[src/rtl/csmac_pkg.sv]
package csmac_pkg;
  parameter int unsigned OP_W_DEF    = 8;
  parameter int unsigned GUARD_W_DEF = 4;

  function automatic int unsigned acc_width(input int unsigned op_w, input int unsigned guard_w);
    return 2 * op_w + guard_w;
  endfunction
endpackage

[src/rtl/csa_row.sv]
// Bank of independent 3:2 compressors; c_o is unweighted (bit i has weight 2^(i+1))
module csa_row #(
  parameter int unsigned W = 16
) (
  input  logic [W-1:0] x_i,
  input  logic [W-1:0] y_i,
  input  logic [W-1:0] z_i,
  output logic [W-1:0] s_o,
  output logic [W-1:0] c_o
);
  for (genvar i = 0; i < W; i++) begin : g_bit
    assign s_o[i] = x_i[i] ^ y_i[i] ^ z_i[i];
    assign c_o[i] = (x_i[i] & y_i[i]) | (y_i[i] & z_i[i]) | (x_i[i] & z_i[i]);
  end
endmodule

[src/rtl/pp_tree.sv]
// Partial products reduced to a weighted pair: value = ps_o + pc_o
module pp_tree #(
  parameter int unsigned OP_W = 8,
  localparam int unsigned W   = 2 * OP_W
) (
  input  logic [OP_W-1:0] a_i,
  input  logic [OP_W-1:0] b_i,
  output logic [W-1:0]    ps_o,
  output logic [W-1:0]    pc_o
);
  logic [W-1:0] pp    [OP_W];
  logic [W-1:0] s_v   [OP_W-1];
  logic [W-1:0] cw_v  [OP_W-1];

  for (genvar k = 0; k < OP_W; k++) begin : g_pp
    assign pp[k] = b_i[k] ? (W'(a_i) << k) : '0;
  end

  assign s_v[0]  = pp[0];
  assign cw_v[0] = pp[1];

  for (genvar k = 1; k < OP_W - 1; k++) begin : g_stage
    logic [W-1:0] c_raw;
    csa_row #(.W(W)) u_csa (
      .x_i(s_v[k-1]), .y_i(cw_v[k-1]), .z_i(pp[k+1]),
      .s_o(s_v[k]),   .c_o(c_raw)
    );
    assign cw_v[k] = c_raw << 1;
  end

  assign ps_o = s_v[OP_W-2];
  assign pc_o = cw_v[OP_W-2];
endmodule

[src/rtl/cs_merge.sv]
// Four-input merge: stored pair (carry unweighted) plus weighted product pair
module cs_merge #(
  parameter int unsigned W = 20
) (
  input  logic [W-1:0] acc_s_i,
  input  logic [W-1:0] acc_c_i,
  input  logic [W-1:0] prod_s_i,
  input  logic [W-1:0] prod_c_i,
  output logic [W-1:0] s_o,
  output logic [W-1:0] c_o
);
  logic [W-1:0] l1_s, l1_c;

  csa_row #(.W(W)) u_l1 (
    .x_i(acc_s_i), .y_i(acc_c_i << 1), .z_i(prod_s_i),
    .s_o(l1_s),    .c_o(l1_c)
  );

  csa_row #(.W(W)) u_l2 (
    .x_i(l1_s), .y_i(l1_c << 1), .z_i(prod_c_i),
    .s_o(s_o),  .c_o(c_o)
  );
endmodule

[src/rtl/csmac_unit.sv]
module csmac_unit
  import csmac_pkg::*;
#(
  parameter int unsigned OP_W    = OP_W_DEF,
  parameter int unsigned GUARD_W = GUARD_W_DEF,
  localparam int unsigned PROD_W = 2 * OP_W,
  localparam int unsigned ACC_W  = acc_width(OP_W, GUARD_W)
) (
  input  logic             clk_i,
  input  logic             rst_ni,
  input  logic             valid_i,
  input  logic             first_i,
  input  logic             last_i,
  input  logic [OP_W-1:0]  a_i,
  input  logic [OP_W-1:0]  b_i,
  output logic [ACC_W-1:0] result_o,
  output logic             done_o
);
  logic [PROD_W-1:0] tree_s, tree_c;
  logic [ACC_W-1:0]  st_s, st_c;
  logic [ACC_W-1:0]  base_s, base_c;
  logic [ACC_W-1:0]  nx_s, nx_c;
  logic              done_q;

  pp_tree #(.OP_W(OP_W)) u_tree (
    .a_i(a_i), .b_i(b_i), .ps_o(tree_s), .pc_o(tree_c)
  );

  // first_i drops the stored pair in the same cycle the new product lands
  assign base_s = first_i ? '0 : st_s;
  assign base_c = first_i ? '0 : st_c;

  cs_merge #(.W(ACC_W)) u_merge (
    .acc_s_i (base_s),
    .acc_c_i (base_c),
    .prod_s_i(ACC_W'(tree_s)),
    .prod_c_i(ACC_W'(tree_c)),
    .s_o     (nx_s),
    .c_o     (nx_c)
  );

  always_ff @(posedge clk_i or negedge rst_ni) begin
    if (!rst_ni) begin
      st_s   <= '0;
      st_c   <= '0;
      done_q <= 1'b0;
    end else begin
      done_q <= valid_i & last_i;
      if (valid_i) begin
        st_s <= nx_s;
        st_c <= nx_c;
      end
    end
  end

  // Single carry-propagate step, on the output only; state stays redundant
  assign result_o = st_s + (st_c << 1);
  assign done_o   = done_q;

  AST_TREE_PRODUCT: assert property (@(posedge clk_i) disable iff (!rst_ni)
    valid_i |-> (tree_s + tree_c) == (PROD_W'(a_i) * PROD_W'(b_i)));
  AST_ACCUMULATE: assert property (@(posedge clk_i) disable iff (!rst_ni)
    (valid_i && !first_i) |=> result_o == $past(result_o) + ACC_W'($past(a_i)) * ACC_W'($past(b_i)));
  AST_FIRST_LOAD: assert property (@(posedge clk_i) disable iff (!rst_ni)
    (valid_i && first_i) |=> result_o == ACC_W'($past(a_i)) * ACC_W'($past(b_i)));
  AST_IDLE_HOLD: assert property (@(posedge clk_i) disable iff (!rst_ni)
    !valid_i |=> $stable(result_o));
  AST_DONE_AFTER_LAST: assert property (@(posedge clk_i) disable iff (!rst_ni)
    (valid_i && last_i) |=> done_o);
  AST_DONE_CAUSE: assert property (@(posedge clk_i) disable iff (!rst_ni)
    done_o |-> $past(valid_i && last_i));
endmodule

[config.mk]
export PLATFORM = sky130hd
export DESIGN_NAME = csmac_unit
export DESIGN_NICKNAME = d
export VERILOG_FILES = /design/src/rtl/csmac_pkg.sv /design/src/rtl/csa_row.sv /design/src/rtl/pp_tree.sv /design/src/rtl/cs_merge.sv /design/src/rtl/csmac_unit.sv
export SDC_FILE = /design/constraint.sdc
export NUM_CORES = 1
export LEC_CHECK = 0
export ABC_CLOCK_PERIOD_IN_PS = 2400
export CORE_ASPECT_RATIO = 1.2
export CORE_UTILIZATION = 50
export CTS_CLUSTER_DIAMETER = 60
export DETAILED_ROUTE_END_ITERATION = 10
export GPL_TIMING_DRIVEN = 0
export HOLD_SLACK_MARGIN = 0.03
export PLACE_DENSITY = 0.8
export SKIP_CTS_REPAIR_TIMING = 1
export SYNTH_ARGS = -nofsm -noshare
export SYNTH_HDL_FRONTEND = slang
export SYNTH_HIERARCHICAL = 1
export SYNTH_SLANG_ARGS = --single-unit
[constraint.sdc]
create_clock -name clk_i -period 2.4 [get_ports clk_i]
set_input_delay 0.6 -clock clk_i [delete_from_list [all_inputs] [get_ports clk_i]]
set_output_delay 0.6 -clock clk_i [all_outputs]
set_load 0.005 [all_outputs]
==> results of run 1 <==
## per-stage QoR
step                      total power [mW]  instance area, um^2  hold slack (ps)
after floorplan                       6.96                 6230              304
final                                 11.4                 7580              254
after detailed placement              9.56                 6830              523
after global placement                9.21                 6820              515
after global routing                  12.5                 7580              275
after CTS                             10.5                 7020              264
## registers in the layout, summed over array words and instances, names as in the netlist
name    count
st_s       20
st_c       19
done_o      1
## power groups by stage
| stage | clock network (mW) | registers (mW) | logic (mW) |
|---|---|---|---|
| after floorplan | 0 | 1.22 | 5.74 |
| after global placement | 0 | 1.29 | 7.92 |
| after detailed placement | 0 | 1.31 | 8.25 |
| after CTS | 0.873 | 1.30 | 8.33 |
| after global routing | 0.905 | 1.41 | 10.2 |
| final | 0.866 | 1.37 | 9.18 |
## worst register-to-register path, cell delays in order, from the launching register on
cell and delay, ps:
dfrtp_1 430, buf_4 160, nor2b_1 140, fa_2 620, fa_2 450, mux2_4 260
## how the worst max path moves through the flow
stage,endpoint,from,cells past startpoint,slack (ps)
6_report,st_s[4]$_DFFE_PN0P_,a_i[3],11,-2550
5_1_grt,st_s[4]$_DFFE_PN0P_,a_i[3],11,-2630
4_1_cts,st_s[5]$_DFFE_PN0P_,b_i[0],11,-3100
3_5_place_dp,st_s[5]$_DFFE_PN0P_,b_i[0],11,-3400
3_3_place_gp,st_s[5]$_DFFE_PN0P_,b_i[0],11,-3370
2_1_floorplan,st_s[9]$_DFFE_PN0P_,a_i[7],10,-2480
## area by class of cell
cell class | count | area, um^2
clock buffer | 5 | 125
multi-input combinational | 477 | 5540
tap | 154 | 193
fill | 817 | 3560
buffer | 12 | 57.6
inverter | 7 | 26.3
timing repair buffer | 63 | 578
sequential | 40 | 1000
clock inverter | 2 | 60.1
## metal layers
metal / wire, um / vias to the layer above / track usage, %
met3: 280 / 23 / 3.03
met5: 0 / - / 0
met4: 244 / 0 / 3.53
met2: 7720 / 73 / 41.9
li1: - / 1694 / -
met1: 4370 / 2100 / 22.9
==> flow_summary.toml, run 1 <==
[floorplanning]
num_rows = 42
start_util_pct = 51.8
core_mm2 = 0.0111
die_y_um = 120
io_pins = 42
die-area_mm2 = 0.0120
die_width_um = 100

[global_route]
grt-ovfl-total = 0
grt_pass1_vias = 4395
grt_max_degree = 26
grt_usage_pct = 20.8
grt_antenna_before_repair = 0
grt_pass1_wl_mm = 19.4

[placed_design]
port_buffers = 39
place_ws_ps = -3400
dp_hpwl_mm = 9.32
placed_cells = 732
routabilityCongestion = 0.916

[finish]
fin_cells = 760
drive_above_1_share_pct = 38.3
n_antenna_cell = 0
final_common_cell = "conb_1"
nets = 782
areaGrowthSynthToFinish_pct = 31.4
post-route-util_pct = 68.0
final_cell_mix = "80 x conb_1, 73 x fa_2, 64 x fa_1"

[worst_setup_path]
r2r_slack_ps = 220
path_class = "in2reg"
path_buf_inv = 1
crit_chain = "buf_8, and2_4, fa_2, fa_1, fa_1, fa_2, fa_2, fa_1, fa_2, fa_2, mux2_4"
r2r_start = "st_s[13]$_DFFE_PN0P_"
critical_path.max_stage_delay_ps = 570
cp_max_fo = 5
r2r_cells = 5
cp_data_arrival_time_ps = 5120
crit_slowest_cell = "fa_2"
cpMostUsedCell = "fa_2"
r2r-end = "st_s[13]$_DFFE_PN0P_"
cp.required_ps = 2570
cp-end-kind = "flop"
crit_path_start_kind = "input pin"
crit_family = "adder cells"

[sta]
maxSlewViolCount = 0
final_critical_path_setup_slack_ps = -2550
worst_pin_slew_ps = 719
final.setup_skew_ps = 6.70
rsz0062_at_grt = "yes"
hold_viol_final = 0
period_share_pct = 206
clock.fmax_mhz = 202
tns_ps = -69910
slew_headroom_pct = 52.1
setup_viol = 44
period_minus_slack_ps = 4950

[yosys]
postSynthCellCount = 461
post_synth.cell_area_avg_um2 = 12.5
synthesis.yosys.warnings = 6
syn_area_mm2 = 0.00577

[power]
p_clk_share_pct = 7.6
swShare_pct = 42.1
power.density_mw_per_mm2 = 1510
p_int_mw = 6.61
p_leak_nw = 3.37
switchingPower_mw = 4.81
pwr-share-seq_pct = 12.0
comb_power_share_pct = 80.4
peakVddDrop_uv = 705

[drt]
drc = 0
first_pass_iters = 4
vias = 3890
via_per_inst = 5.12
antenna_left = 0
drt-total-wl_mm = 12.6
drt_iter0_markers = 116
wire_per_inst_um = 16.6

[clocking]
clock-root-buffer = "clkbuf_16"
clockBufferDepth = 2
cts_sinks = 40
insertion_delay_ps = 280
htree_levels = 2
cts_tree = "built"
clkTransAtPathRegs_ps = 60
cts_buffers = 5

[min_path]
hold_class = "in2async"

[outcome]
outcome = "complete, but fails checks"
violations = "negative setup slack"

[flow_run]
drv_cap = 0
Power figures use the tool's default switching activity.
==> run 2: changes to the inputs <==
--- a/config.mk
+++ b/config.mk
@@ -5,15 +5,16 @@
 export SDC_FILE = /design/constraint.sdc
 export NUM_CORES = 1
 export LEC_CHECK = 0
-export ABC_CLOCK_PERIOD_IN_PS = 2400
+export ABC_CLOCK_PERIOD_IN_PS = 6400
 export CORE_ASPECT_RATIO = 1.2
 export CORE_UTILIZATION = 50
 export CTS_CLUSTER_DIAMETER = 60
 export DETAILED_ROUTE_END_ITERATION = 10
 export GPL_TIMING_DRIVEN = 0
 export HOLD_SLACK_MARGIN = 0.03
-export PLACE_DENSITY = 0.8
+export PLACE_DENSITY = 0.7
 export SKIP_CTS_REPAIR_TIMING = 1
+export SLEW_MARGIN = 5
 export SYNTH_ARGS = -nofsm -noshare
 export SYNTH_HDL_FRONTEND = slang
 export SYNTH_HIERARCHICAL = 1
==> constraint.sdc (replaced) <==
create_clock -name clk_i -period 6.4 [get_ports clk_i]
set_input_delay 1.6 -clock clk_i [delete_from_list [all_inputs] [get_ports clk_i]]
set_output_delay 1.6 -clock clk_i [all_outputs]
set_load 0.005 [all_outputs]
==> flow_summary.toml, run 2 (synthesis gave the netlist of run 1 again) <==
[outcome]
outcome = "finished clean"

[power]
peakVddDrop_uv = 285
p_clk_share_pct = 7.6
p_leak_nw = 3.23
p_int_mw = 2.17
power.density_mw_per_mm2 = 545
pwr-share-seq_pct = 13.0
switchingPower_mw = 1.56
swShare_pct = 41.8
comb_power_share_pct = 79.4

[finish]
nets = 761
final_cell_mix = "137 x fa_1, 80 x conb_1, 67 x and2_1"
areaGrowthSynthToFinish_pct = 18.8
n_antenna_cell = 0
final_common_cell = "fa_1"
fin_area_mm2 = 0.00685
drive_above_1_share_pct = 9.22
largest_register_ffs = 20
fillers = 925
largest_register = "st_s"

[drt]
first_pass_iters = 4
drt_iter0_markers = 67
wire_per_inst_um = 14.4
via_per_inst = 4.96
drt-total-wl_mm = 10.7
drc = 0
vias = 3667
antenna_left = 0

[global_route]
grt_pass1_wl_mm = 19.2
grt-ovfl-total = 0
grt_antenna_before_repair = 0
grt_usage_pct = 20.5
grt_max_degree = 24
grt_pass1_vias = 4263

[worst_setup_path]
cp_max_fo = 8
r2r_cells = 4
cp_data_arrival_time_ps = 6410
path_class = "in2reg"
cp-end-kind = "flop"
cp.required_ps = 6570
crit_path_start_kind = "input pin"

[min_path]
hold_depth = 1
hold_class = "reg2reg"

[floorplanning]
io_pins = 42
start_util_pct = 51.8
num_rows = 42
die_width_um = 100
core_mm2 = 0.0111
die_y_um = 120
die-area_mm2 = 0.0120

[clocking]
htree_levels = 2
cts_sinks = 40
cts_buffers = 5
cts_tree = "built"
clock-root-buffer = "clkbuf_16"
insertion_delay_ps = 280
clkTransAtPathRegs_ps = 60
clockBufferDepth = 2

[sta]
period_minus_slack_ps = 6250
slew_headroom_pct = 57.1
hold_viol_final = 0
period_share_pct = 97.6
rsz0062_at_grt = "no"
clock.fmax_mhz = 160
maxSlewViolCount = 0
final_critical_path_setup_slack_ps = 152
final.setup_skew_ps = 3.77
worst_pin_slew_ps = 644
setup_viol = 0

[placed_design]
port_buffers = 39
dp_hpwl_mm = 9.16
place_ws_ps = -543
routabilityCongestion = 0.836
postPlaceCellArea_mm2 = 0.00666

[flow_run]
drv_cap = 0
run 2: area by class of cell:
type,instances,area [um^2],area share (%)
flip-flops and latches,40,1000,14.6
well taps,154,193,2.81
multi-input cells,477,4960,72.4
plain buffers,14,63.8,0.931
repair buffers,40,440,6.43
clock buffers,6,129,1.88
inverters,7,26.3,0.383
clock inverters,2,35.0,0.511
run 2: through the flow:
step	cells	power, mW	util [%]	hold slack [ps]	setup TNS (ps)
2_1_floorplan	538	2.51	-	497	0
3_3_place_gp	731	3.36	59.6	516	-8720
3_5_place_dp	732	3.47	59.8	527	-9890
4_1_cts	740	3.78	61.3	540	-2760
5_1_grt	740	4.19	61.5	561	0
6_report	740	3.73	61.5	539	0
run 2: path summary, 6_finish.rpt:
path	from	endpoint	slack (ps)
hold / removal	st_s[16]$_DFFE_PN0P_	st_s[16]$_DFFE_PN0P_	540
max in group asynchronous	rst_ni	st_s[9]$_DFFE_PN0P_	4620
hold reg to reg	st_s[16]$_DFFE_PN0P_	st_s[16]$_DFFE_PN0P_	540
min in group asynchronous	rst_ni	st_s[0]$_DFFE_PN0P_	1280
setup reg to reg	st_s[9]$_DFFE_PN0P_	st_s[9]$_DFFE_PN0P_	4420
setup / recovery	b_i[0]	st_s[0]$_DFFE_PN0P_	150
run 2: metal layers:
layer  wire, um  global-route usage [%]  vias to the layer above
li1           -                       -                     1664
met4        164                    5.07                        0
met5          0                       0                        -
met2       6360                    39.4                       46
met1       3970                    24.4                     1946
met3        177                    1.63                       11
run 2: critical path, cell delays in order:
cell and delay, ps:
dlymetal6s2s_1 200, and2_1 210, fa_1 500, fa_1 540, fa_1 530, fa_1 550
fa_1 520, fa_1 520, fa_1 490, fa_1 480, mux2_2 270
run 2: power by group through the flow:
stage / Clock (mW) / Combinational (mW) / Sequential (mW)
after floorplan: 0 / 2.05 / 0.456
after global placement: 0 / 2.88 / 0.484
after detailed placement: 0 / 2.98 / 0.489
after CTS: 0.292 / 3.01 / 0.485
after global routing: 0.300 / 3.39 / 0.501
final: 0.284 / 2.96 / 0.484
